[config.mk]
export PLATFORM = sky130hd
export DESIGN_NAME = ptd_sched
export DESIGN_NICKNAME = d
export VERILOG_FILES = /design/src/rtl/ptd_sched.sv
export SDC_FILE = /design/constraint.sdc
export NUM_CORES = 1
export LEC_CHECK = 0
export ABC_CLOCK_PERIOD_IN_PS = 7000
export BUFFER_PORTS_ARGS = -buffer_cell sky130_fd_sc_hd__buf_2
export CAP_MARGIN = 0
export CORE_ASPECT_RATIO = 0.7
export CORE_MARGIN = 5
export CORE_UTILIZATION = 45
export DETAILED_ROUTE_END_ITERATION = 8
export PLACE_DENSITY_LB_ADDON = 0.3
export SYNTH_ARGS = -nofsm -noshare
export SYNTH_HDL_FRONTEND = slang
export SYNTH_SLANG_ARGS = --single-unit
[constraint.sdc]
create_clock -name clk -period 7 [get_ports clk]
set_input_delay 0.35 -clock clk [delete_from_list [all_inputs] [get_ports clk]]
set_output_delay 0.35 -clock clk [all_outputs]
set_load 0.05 [all_outputs]
[src/rtl/ptd_sched.sv]
module ptd_sched #(
  parameter int SLOTS = 32
) (
  input  logic                     clk,
  input  logic                     rst_n,
  input  logic                     uframe_start,
  input  logic [2:0]               class_en,
  input  logic [SLOTS-1:0]         iso_map,
  input  logic [SLOTS-1:0]         intr_map,
  input  logic [SLOTS-1:0]         async_map,
  input  logic [$clog2(SLOTS)-1:0] iso_end,
  input  logic [$clog2(SLOTS)-1:0] intr_end,
  input  logic [$clog2(SLOTS)-1:0] async_end,
  input  logic                     xact_done,
  output logic                     issue,
  output logic [1:0]               issue_class,
  output logic [$clog2(SLOTS)-1:0] issue_slot,
  output logic                     idle
);
  localparam int IDXW = $clog2(SLOTS);
  localparam int PW   = IDXW + 1;

  logic [1:0]       cls;
  logic [PW-1:0]    ptr;
  logic             scanning, busy;
  logic [SLOTS-1:0] cur_map, pend;
  logic [IDXW-1:0]  cur_end, pick;
  logic             hit, decide;

  always_comb begin
    case (cls)
      2'd0:    begin cur_map = iso_map;   cur_end = iso_end;   end
      2'd1:    begin cur_map = intr_map;  cur_end = intr_end;  end
      2'd2:    begin cur_map = async_map; cur_end = async_end; end
      default: begin cur_map = '0;        cur_end = '0;        end
    endcase
  end

  always_comb begin
    pick = '0;
    for (int i = 0; i < SLOTS; i++)
      pend[i] = cur_map[i] && class_en[cls] &&
                (PW'(i) >= ptr) && (IDXW'(i) <= cur_end);
    for (int i = SLOTS - 1; i >= 0; i--)
      if (pend[i]) pick = IDXW'(i);
  end

  assign hit    = |pend;
  assign decide = scanning && !busy && !uframe_start;

  always_ff @(posedge clk) begin
    if (!rst_n) begin
      cls         <= 2'd0;
      ptr         <= '0;
      scanning    <= 1'b0;
      busy        <= 1'b0;
      issue       <= 1'b0;
      issue_class <= 2'd0;
      issue_slot  <= '0;
      idle        <= 1'b1;
    end else begin
      issue <= 1'b0;
      if (xact_done) busy <= 1'b0;
      if (uframe_start) begin
        cls      <= 2'd0;
        ptr      <= '0;
        scanning <= 1'b1;
        idle     <= 1'b0;
      end else if (decide) begin
        if (hit) begin
          issue       <= 1'b1;
          issue_class <= cls;
          issue_slot  <= pick;
          ptr         <= PW'(pick) + PW'(1);
          busy        <= 1'b1;
        end else if (cls == 2'd2) begin
          scanning <= 1'b0;
          idle     <= 1'b1;
        end else begin
          cls <= cls + 2'd1;
          ptr <= '0;
        end
      end
    end
  end

  p_one_outstanding_r6: assert property (@(posedge clk) disable iff (!rst_n)
    (busy && !xact_done) |=> !issue);
  p_no_early_issue_r6: assert property (@(posedge clk) disable iff (!rst_n)
    issue |=> !issue);
  p_en_iso_r2: assert property (@(posedge clk) disable iff (!rst_n)
    (issue && issue_class == 2'd0) |-> $past(class_en[0]));
  p_en_intr_r2: assert property (@(posedge clk) disable iff (!rst_n)
    (issue && issue_class == 2'd1) |-> $past(class_en[1]));
  p_en_async_r2: assert property (@(posedge clk) disable iff (!rst_n)
    (issue && issue_class == 2'd2) |-> $past(class_en[2]));
  p_within_marker_r3: assert property (@(posedge clk) disable iff (!rst_n)
    issue |-> issue_slot <= (issue_class == 2'd0 ? $past(iso_end) :
                             issue_class == 2'd1 ? $past(intr_end) : $past(async_end)));
  p_class_order_r4: assert property (@(posedge clk) disable iff (!rst_n)
    !uframe_start |=> cls >= $past(cls));
  p_restart_r7: assert property (@(posedge clk) disable iff (!rst_n)
    uframe_start |=> (!issue && !idle && cls == 2'd0));
  p_idle_hold_r8: assert property (@(posedge clk) disable iff (!rst_n)
    (idle && !uframe_start) |=> idle);
  p_idle_quiet_r8: assert property (@(posedge clk) disable iff (!rst_n)
    idle |-> !issue);
endmodule

==> results.yml, run 1 <==
timing:
  max_slew_margin: 0.152
  tightest_slew_ns: 1.27
  setup_viol: 0
  hold_viol_final: 0
  finalMaxSlewViolations: 0
  rsz0062_at_grt: "false"
  setup_tns_ns: 0
  worst_slack_ns: 2.27
  post-route-period-util: 0.676
  fmaxAchievable_mhz: 211
  fin_worst_skew_ns: 0.00276
  fin_crit_ns: 4.73
setup_path:
  end_kind: "register"
  worstSetupStartpointType: "register"
  path_cells: "inv_1 -> ha_1 -> a222oi_1 -> buf_4 -> nor3_1 -> nand2_1 -> a2111oi_2 -> a21oi_1 -> a211oi_1 -> o21ai_0 -> nand2_1 -> and2_1 -> ha_1 -> a21oi_1 -> a311o_1"
  arrival_ns: 4.88
  crit_required_ns: 7.15
  critPathMaxFanout: 38
  critical_path_buf_inv_count: 2
  cpPeakStageDelay_ns: 1.00
  cp_slowest_cell: "ha_1"
  critPathKind: "register to register"
  crit_family: "compound AO/OA/AOI/OAI gates"
final_layout:
  nets: 593
  multiInputGateArea_um2: 2090
  finish.utilization: 0.579
  syn2layout_area_growth_pct: 24.2
  drive_gt1_frac: 0.337
  regArea_um2: 380
  antenna_cells: 0
  fillers: 553
routing:
  drtAntennaViolNets: 0
  drtPass1Iterations: 8
  dr_total_vias: 3604
  drc: 0
  vias_per_cell: 6.63
  drt_iter0_drc: 378
  wl_per_cell_um: 18.6
  routed_wirelength_um: 10100
floorplan:
  num_rows: 23
  dieArea_um2: 7640
  initial_core_util: 0.467
  die_h_um: 74.6
  core_um2: 5760
  ioPinCount: 127
  die_w_um: 102
clocking:
  cts_tree: "built"
  worst_skew_pair.late_latency_ns: 0.26
  clock-sinks: 19
  cts_setup_buffers: 0
  cts_resized: 0
  htreeDepth: 1
  clk_path_buf_depth: 2
  clk_pin_slew_ns: 0.07
  cts_root_buf: "clkbuf_8"
  hold_buffers: 0
  cts_buffers: 3
synthesis:
  synth_fp_nets: 491
  yosysSeqAreaShare: 0.142
  synth_edf_count: 0
  synth_area_leaders: "a222oi_1 (14%), dfxtp_1 (14%), a211oi_1 (4.2%), nand2_1 (3.6%), nor2_1 (3.6%)"
  ys_ff_latch: 19
  synth_flop_cell: "dfxtp_1"
  async_flop_share: 0
  syn_avg_cell_area_um2: 7.30
  netlist_instances: 368
  syn_area_um2: 2690
  yosys_warnings: 0
  yosys.area.top_type: "a222oi_1"
  synth_top_area_share: 0.142
  yosysUniqueCellTypes: 65
flow_run:
  maxCapViolCount: 0
global_route:
  antenna_found_initial: 0
  grt_pass1_wl_um: 15400
  grt_max_degree: 39
  overflow: 0
  track_usage: 0.249
  grt_pass1_vias: 3269
run_status:
  status: "finished, final reports clean"
power_and_ir_drop:
  power_density_nw_per_um2: 105
  p_leak_nw: 1.44
  ir_drop_v: 0.0000636
hold_path:
  hold_path.class: "input pin to register"
placed_design:
  portBuffers: 126
  dp_hpwl_um: 7880
  dp_slack_ns: 2.37
  gp_congestion: 0.973
-- worst register-to-register path, stage by stage, from the launching register on --
cell       delay (ns)
dfxtp_1          0.39
inv_1            0.11
ha_1             1.00
a222oi_1         0.22
buf_4            0.25
nor3_1           0.33
nand2_1          0.23
a2111oi_2        0.66
a21oi_1          0.10
a211oi_1         0.28
o21ai_0          0.16
nand2_1          0.13
and2_1           0.13
ha_1             0.21
a21oi_1          0.09
a311o_1          0.31
-- cell type report --
cell class,count,area share
multi-input combinational,303,0.628
clock inverter,1,0.00150
tap,75,0.0281
sequential,19,0.114
timing repair buffer,133,0.205
inverter,10,0.0113
clock buffer,3,0.0124
-- synth_stat cells (all sizes together) (10+ instances only) --
cell type,n
a222oi,38
nand2,27
nor2,26
o21ai,23
a21oi,20
clkbuf,20
dfxtp,19
nor3,17
buf,16
a211oi,15
nand3,11
inv,10
nor2b,10
or2,10
-- logic make-up after synthesis --
kind of cell,after synthesis,share of synthesized area
buffers and inverters,46,0.0788
multiplexers,8,0.0298
AND/OR/NAND/NOR,134,0.272
AO/OA/AOI/OAI,154,0.448
adder cells (fa/ha/maj),5,0.0233
XOR/XNOR,2,0.00652
flip-flops,19,0.142
-- power by group --
| part | internal (mW) | switching (mW) | total [mW] |
|---|---|---|---|
| Combinational | 0.0703 | 0.0883 | 0.159 |
| Clock | 0.0396 | 0.0371 | 0.0767 |
| Sequential | 0.111 | 0.00442 | 0.115 |
-- metal layers --
| layer | vias up | wire, µm | track usage | share of wire |
|---|---|---|---|---|
| met2 | 243 | 4260 | 0.390 | 0.42 |
| li1 | 1685 | - | - | - |
| met3 | 18 | 1270 | 0.0491 | 0.13 |
| met4 | 0 | 147 | 0.0509 | 0.015 |
| met1 | 1658 | 4450 | 0.359 | 0.44 |
| met5 | - | 0 | 0 | 0 |
-- registers in the layout (all words and copies together) (netlist names) --
name / cells
scanning: 1
ptr: 6
issue_slot: 5
issue: 1
cls: 2
busy: 1
issue_class: 2
idle: 1
-- layout by cell type (no fill, tap or decap), types with 4 or more instances in the layout --
master	count
dfxtp_1	19
o21ai_0	14
a222oi_1	38
inv_1	10
nand2_1	26
mux2i_1	8
or2_2	8
buf_2	126
a22oi_1	4
a21o_1	6
and4_1	4
o22ai_1	4
nor3_1	17
buf_4	7
ha_1	5
o21a_1	7
a21oi_1	19
nand3_1	11
o21ai_1	7
nor2b_1	10
and3_1	4
and2_1	7
or3_1	5
a211oi_1	15
nor2_1	26
-- per-stage QoR --
step	total power, mW	std cells	area (µm²)	hold slack (ns)
2_1_floorplan	0.215	368	2690	0.447
3_3_place_gp	0.271	540	3290	0.462
3_5_place_dp	0.272	540	3290	0.482
4_1_cts	0.347	544	3330	0.347
5_1_grt	0.370	544	3330	0.366
6_report	0.351	544	3330	0.348
-- path summary, 6_finish.rpt --
| kind | start | to | slack [ns] | cells after the start |
|---|---|---|---|---|
| setup / recovery | cls[0] | ptr[4] | 2.27 | 15 |
| hold / removal | uframe_start | idle | 0.35 | 2 |
| setup reg to reg | cls[0] | ptr[4] | 2.27 | 15 |
| hold reg to reg | issue_slot[1] | issue_slot[1] | 0.49 | 2 |
No activity file was read; power rests on OpenSTA's default activity.
==> run 2, diff against run 1 <==
--- a/config.mk
+++ b/config.mk
@@ -5,7 +5,7 @@
 export SDC_FILE = /design/constraint.sdc
 export NUM_CORES = 1
 export LEC_CHECK = 0
-export ABC_CLOCK_PERIOD_IN_PS = 7000
+export ABC_CLOCK_PERIOD_IN_PS = 4700
 export BUFFER_PORTS_ARGS = -buffer_cell sky130_fd_sc_hd__buf_2
 export CAP_MARGIN = 0
 export CORE_ASPECT_RATIO = 0.7
==> constraint.sdc (replaced) <==
create_clock -name clk -period 4.7 [get_ports clk]
set_input_delay 0.235 -clock clk [delete_from_list [all_inputs] [get_ports clk]]
set_output_delay 0.235 -clock clk [all_outputs]
set_load 0.05 [all_outputs]
==> run 2 against run 1 <==
Combinational power grew 48%. Setup slack got worse by 1.9 ns. Sequential share of layout area hardly changed. Clock power is 53% higher. Via count shrank 1.1%. Critical path depth did not move. Count of clock-buffer cells in the layout stayed put. Core utilization is 0.13 points higher.
==> results.yml, run 2 (synthesized netlist as in run 1, its figures left out) <==
final_layout:
  largest_reg_flops: 6
  drive_gt1_frac: 0.338
  syn2layout_area_growth_pct: 24.5
  antenna_cells: 0
  reg_top3: "ptr x6, issue_slot x5"
  fillers: 590
  layout_commonest_cell: "buf_2"
  layoutNonFillerInstCount: 545
  regMostFlops: "ptr"
  nets: 594
  design_area_um2: 3340
  mostFrequentLayoutCells: "buf_2 (126), a222oi_1 (38), nand2_1 (26), nor2_1 (26)"
setup_path:
  arrival_ns: 4.50
  critPathMaxFanout: 32
  worstSetupStartpointType: "register"
  path_cells: "inv_1 -> ha_1 -> buf_4 -> a222oi_1 -> buf_4 -> nand2_1 -> o21ai_1 -> a211oi_1 -> a211oi_1 -> nand2_1 -> o21ai_0 -> inv_1 -> ha_1 -> and4_1 -> a311o_1"
  crit_family: "compound AO/OA/AOI/OAI gates"
  cp_slowest_cell: "a222oi_1"
  cpPeakStageDelay_ns: 0.54
  crit_required_ns: 4.86
  critPathKind: "register to register"
  critical_path_buf_inv_count: 4
  end_kind: "register"
clocking:
  cts_resized: 0
  worst_skew_pair.late_latency_ns: 0.26
  cts_buffers: 3
  cts_setup_buffers: 0
  htreeDepth: 1
  cts_root_buf: "clkbuf_8"
  clk_pin_slew_ns: 0.07
  clock-sinks: 19
  hold_buffers: 0
  cts_tree: "built"
  clk_path_buf_depth: 2
power_and_ir_drop:
  comb_power_share: 0.450
  ir_drop_v: 0.0000941
  power_density_nw_per_um2: 157
  power.internal_uw: 330
  power_switching_uw: 194
  p_leak_nw: 1.45
  seqPwrFrac: 0.327
  power.total_uw: 524
  netSwitchingFraction: 0.371
  pwr-share-clk: 0.222
run_status:
  status: "finished, final reports clean"
timing:
  hold_viol_final: 0
  fin_crit_ns: 4.35
  post-route-period-util: 0.925
  rsz0062_at_grt: "false"
  max_slew_margin: 0.446
  setup_tns_ns: 0
  fin_worst_skew_ns: 0.00440
  tightest_slew_ns: 0.823
  worst_slack_ns: 0.352
  finalMaxSlewViolations: 0
  setup_viol: 0
  fmaxAchievable_mhz: 230
global_route:
  antenna_found_initial: 0
  track_usage: 0.253
  grt_max_degree: 33
  overflow: 0
  grt_pass1_vias: 3233
  grt_pass1_wl_um: 15600
routing:
  wl_met1_um: 4480
  drtPass1Iterations: 8
  drc: 0
  wl_met3_um: 1100
  wl_per_cell_um: 18.2
  drtAntennaViolNets: 0
  routed-wl-met2_um: 4270
  vias_per_cell: 6.54
  routed_wirelength_um: 9940
  drt_iter0_drc: 370
  dr_total_vias: 3565
  top_layer: "met4"
floorplan:
  dieArea_um2: 7640
  die_h_um: 74.6
  num_rows: 23
  core_um2: 5760
  initial_core_util: 0.467
  die_w_um: 102
  ioPinCount: 127
placed_design:
  dp_slack_ns: 0.512
  gp_congestion: 1.03
  post-place-cells: 541
  portBuffers: 126
  dpl_cell_area_um2: 3300
  dp_hpwl_um: 8010
hold_path:
  hold_path.class: "input pin to register"
flow_run:
  maxCapViolCount: 0
-- run 2: worst paths after layout --
kind                 startpoint             to  slack, ns  cells after the start
setup / recovery         cls[0]         ptr[4]       0.35                     15
setup reg to reg         cls[0]         ptr[4]       0.35                     15
hold reg to reg   issue_slot[1]  issue_slot[1]       0.49                      2
hold / removal     uframe_start           idle       0.20                      2
-- run 2: cell type report --
class                   count  area [µm²]  share of cell area
repair buffers            134         691               0.207
clock buffers               3        41.3              0.0124
multi-input cells         303        2090               0.626
flip-flops and latches     19         380               0.114
well taps                  75        93.8              0.0281
clock inverters             1        5.00             0.00150
inverters                  10        37.5              0.0112
-- run 2: per-layer routing --
layer  vias to the layer above  track usage
met2                       222        0.389
met3                        12       0.0361
met5                         -            0
met1                      1641        0.380
li1                       1690            -
met4                         0       0.0466
-- run 2: power by group through the flow --
| stage | combinational (mW) | sequential, mW | clock (mW) |
|---|---|---|---|
| finish | 0.236 | 0.171 | 0.117 |
| global route | 0.258 | 0.172 | 0.126 |
| CTS | 0.231 | 0.171 | 0.119 |
| detailed placement | 0.230 | 0.175 | 0 |
| global placement | 0.230 | 0.175 | 0 |
| floorplan | 0.141 | 0.180 | 0 |
-- run 2: metrics by stage --
step                hold slack [ns]  utilization
floorplan                     0.332            -
global placement              0.464        0.573
detailed placement            0.477        0.573
CTS                           0.199        0.581
global route                  0.211        0.581
finish                        0.199        0.581
-- run 2: worst reg2reg max path, delay by kind of cell (launching register included) --
kind | cells | cell delay [ns]
buffers and inverters | 4 | 0.83
adder cells (fa/ha/maj) | 2 | 0.53
flip-flops | 1 | 0.48
AND/OR/NAND/NOR | 3 | 0.39
AO/OA/AOI/OAI | 6 | 2.01
==> run 3, diff against run 2 <==
--- a/config.mk
+++ b/config.mk
@@ -10,7 +10,7 @@
 export CAP_MARGIN = 0
 export CORE_ASPECT_RATIO = 0.7
 export CORE_MARGIN = 5
-export CORE_UTILIZATION = 45
+export CORE_UTILIZATION = 48
 export DETAILED_ROUTE_END_ITERATION = 8
 export PLACE_DENSITY_LB_ADDON = 0.3
 export SYNTH_ARGS = -nofsm -noshare
==> run 3 against run 2 <==
Power decreased by 0.51%. Die area decreased by 5.5%. Final cell count decreased by 0.55%. Clock power decreased by 3%. Sequential power about the same. Sequential cell count unchanged. Non-clock buffer count unchanged. First-iteration DRC count increased by 41%. Cell area decreased by 0.15%. Count of clock-buffer cells in the layout increased by 1. Register-to-register slack improved by 0.26 ns. Core utilization increased by 4.4 points. Largest cell class unchanged. Highest routed layer unchanged.
==> results.yml, run 3 (synthesized netlist as in run 1, its figures left out) <==
timing:
  post-route-period-util: 0.870
  tightest_slew_ns: 0.770
  fin_crit_ns: 4.09
  setup_tns_ns: 0
  fmaxAchievable_mhz: 245
  max_slew_margin: 0.481
  setup_viol: 0
  fin_worst_skew_ns: 0.00608
  hold_viol_final: 0
  finalMaxSlewViolations: 0
  rsz0062_at_grt: "false"
clocking:
  cts_root_buf: "clkbuf_8"
  clk_pin_slew_ns: 0.07
  clk_path_buf_depth: 2
  hold_buffers: 0
  clock-sinks: 19
  cts_setup_buffers: 0
  cts_buffers: 3
  worst_skew_pair.late_latency_ns: 0.26
  htreeDepth: 1
  cts_tree: "built"
  cts_resized: 0
final_layout:
  finish.utilization: 0.625
  fillers: 510
  syn2layout_area_growth_pct: 24.3
  mostFrequentLayoutCells: "buf_2 (126), a222oi_1 (38), nand2_1 (26), nor2_1 (26)"
  nets: 594
  layout_commonest_cell: "buf_2"
  reg_top3: "ptr x6, issue_slot x5"
  antenna_cells: 0
  largest_reg_flops: 6
  regMostFlops: "ptr"
  drive_gt1_frac: 0.336
global_route:
  antenna_found_initial: 0
  grt_max_degree: 32
  overflow: 0
  track_usage: 0.267
  grt_pass1_wl_um: 16200
  grt_pass1_vias: 3416
power_and_ir_drop:
  ir_drop_v: 0.000112
  p_leak_nw: 1.45
  power_density_nw_per_um2: 156
floorplan:
  core_um2: 5340
  die_w_um: 99.4
  die_h_um: 72.6
  initial_core_util: 0.503
  dieArea_um2: 7210
  ioPinCount: 127
  num_rows: 22
routing:
  drtAntennaViolNets: 0
  drc: 0
  routed_wirelength_um: 9930
  drt_iter0_drc: 522
  wl_per_cell_um: 18.3
  drtPass1Iterations: 9
  vias_per_cell: 6.74
  dr_total_vias: 3654
placed_design:
  gp_congestion: 1.09
  portBuffers: 126
  dp_hpwl_um: 7820
setup_path:
  end_kind: "register"
  cp_slowest_cell: "nor4_1"
  r2r-start: "cls[0]"
  path_cells: "ha_1 -> buf_4 -> a222oi_1 -> buf_4 -> nor4_1 -> nand2_1 -> a221oi_1 -> o22ai_1 -> a211oi_1 -> o21ai_0 -> nand2_1 -> and2_1 -> ha_1 -> a21oi_1 -> a311o_1"
  critPathMaxFanout: 31
  worstSetupStartpointType: "register"
  critPathKind: "register to register"
  cpPeakStageDelay_ns: 0.54
  crit_required_ns: 4.85
  crit_start: "cls[0]"
  arrival_ns: 4.24
run_status:
  status: "finished, final reports clean"
hold_path:
  hp-start: "uframe_start"
  hold_path.class: "input pin to register"
flow_run:
  maxCapViolCount: 0
## run 3: cell types whose count changed in the layout (fill, tap and decap cells not counted), sizes merged
| cell | previous run | this run |
|---|---|---|
| clkbuf | 3 | 4 |
| clkinv | 1 | 0 |
## run 3: cell type report
type | count | area, µm² | share of cell area
flip-flops and latches | 19 | 380 | 0.114
clock buffers | 4 | 45.0 | 0.0135
well taps | 72 | 90.1 | 0.0270
multi-input cells | 303 | 2090 | 0.627
inverters | 10 | 37.5 | 0.0112
repair buffers | 134 | 691 | 0.207
## run 3: layer usage
metal  GRT usage  wire length, µm
met1       0.371             4020
met2       0.400             4330
met3      0.0926             1460
met4      0.0545              116
met5           0                0
## run 3: final timing paths
check	endpoint	slack, ns	depth (start not counted)
max	ptr[4]	0.61	15
max reg2reg	ptr[4]	0.61	15
min reg2reg	scanning	0.49	2
min	idle	0.20	2
## run 3: through the flow
stage | instances | setup WS [ns] | hold slack [ns] | total power, mW | area (µm²)
6_report | 542 | 0.611 | 0.200 | 0.521 | 3340
4_1_cts | 542 | 0.742 | 0.201 | 0.515 | 3340
3_5_place_dp | 538 | 0.772 | 0.473 | 0.403 | 3290
2_1_floorplan | 368 | 1.19 | 0.332 | 0.320 | 2690
3_3_place_gp | 538 | 0.878 | 0.464 | 0.401 | 3290
5_1_grt | 542 | 0.376 | 0.205 | 0.555 | 3340
## run 3: worst max-delay path, delay by kind of cell (launching register included)
kind            cells  cell delay (ns)
flops               1             0.48
compound gates      7             1.30
fa+ha+maj           2             0.57
simple gates        4             1.03
buf+inv             2             0.58
## run 3: power breakdown
group / total (mW) / internal [mW] / switching, mW
Clock: 0.113 / 0.0603 / 0.0526
Combinational: 0.237 / 0.105 / 0.132
Sequential: 0.171 / 0.165 / 0.00607
Total: 0.521 / 0.331 / 0.191
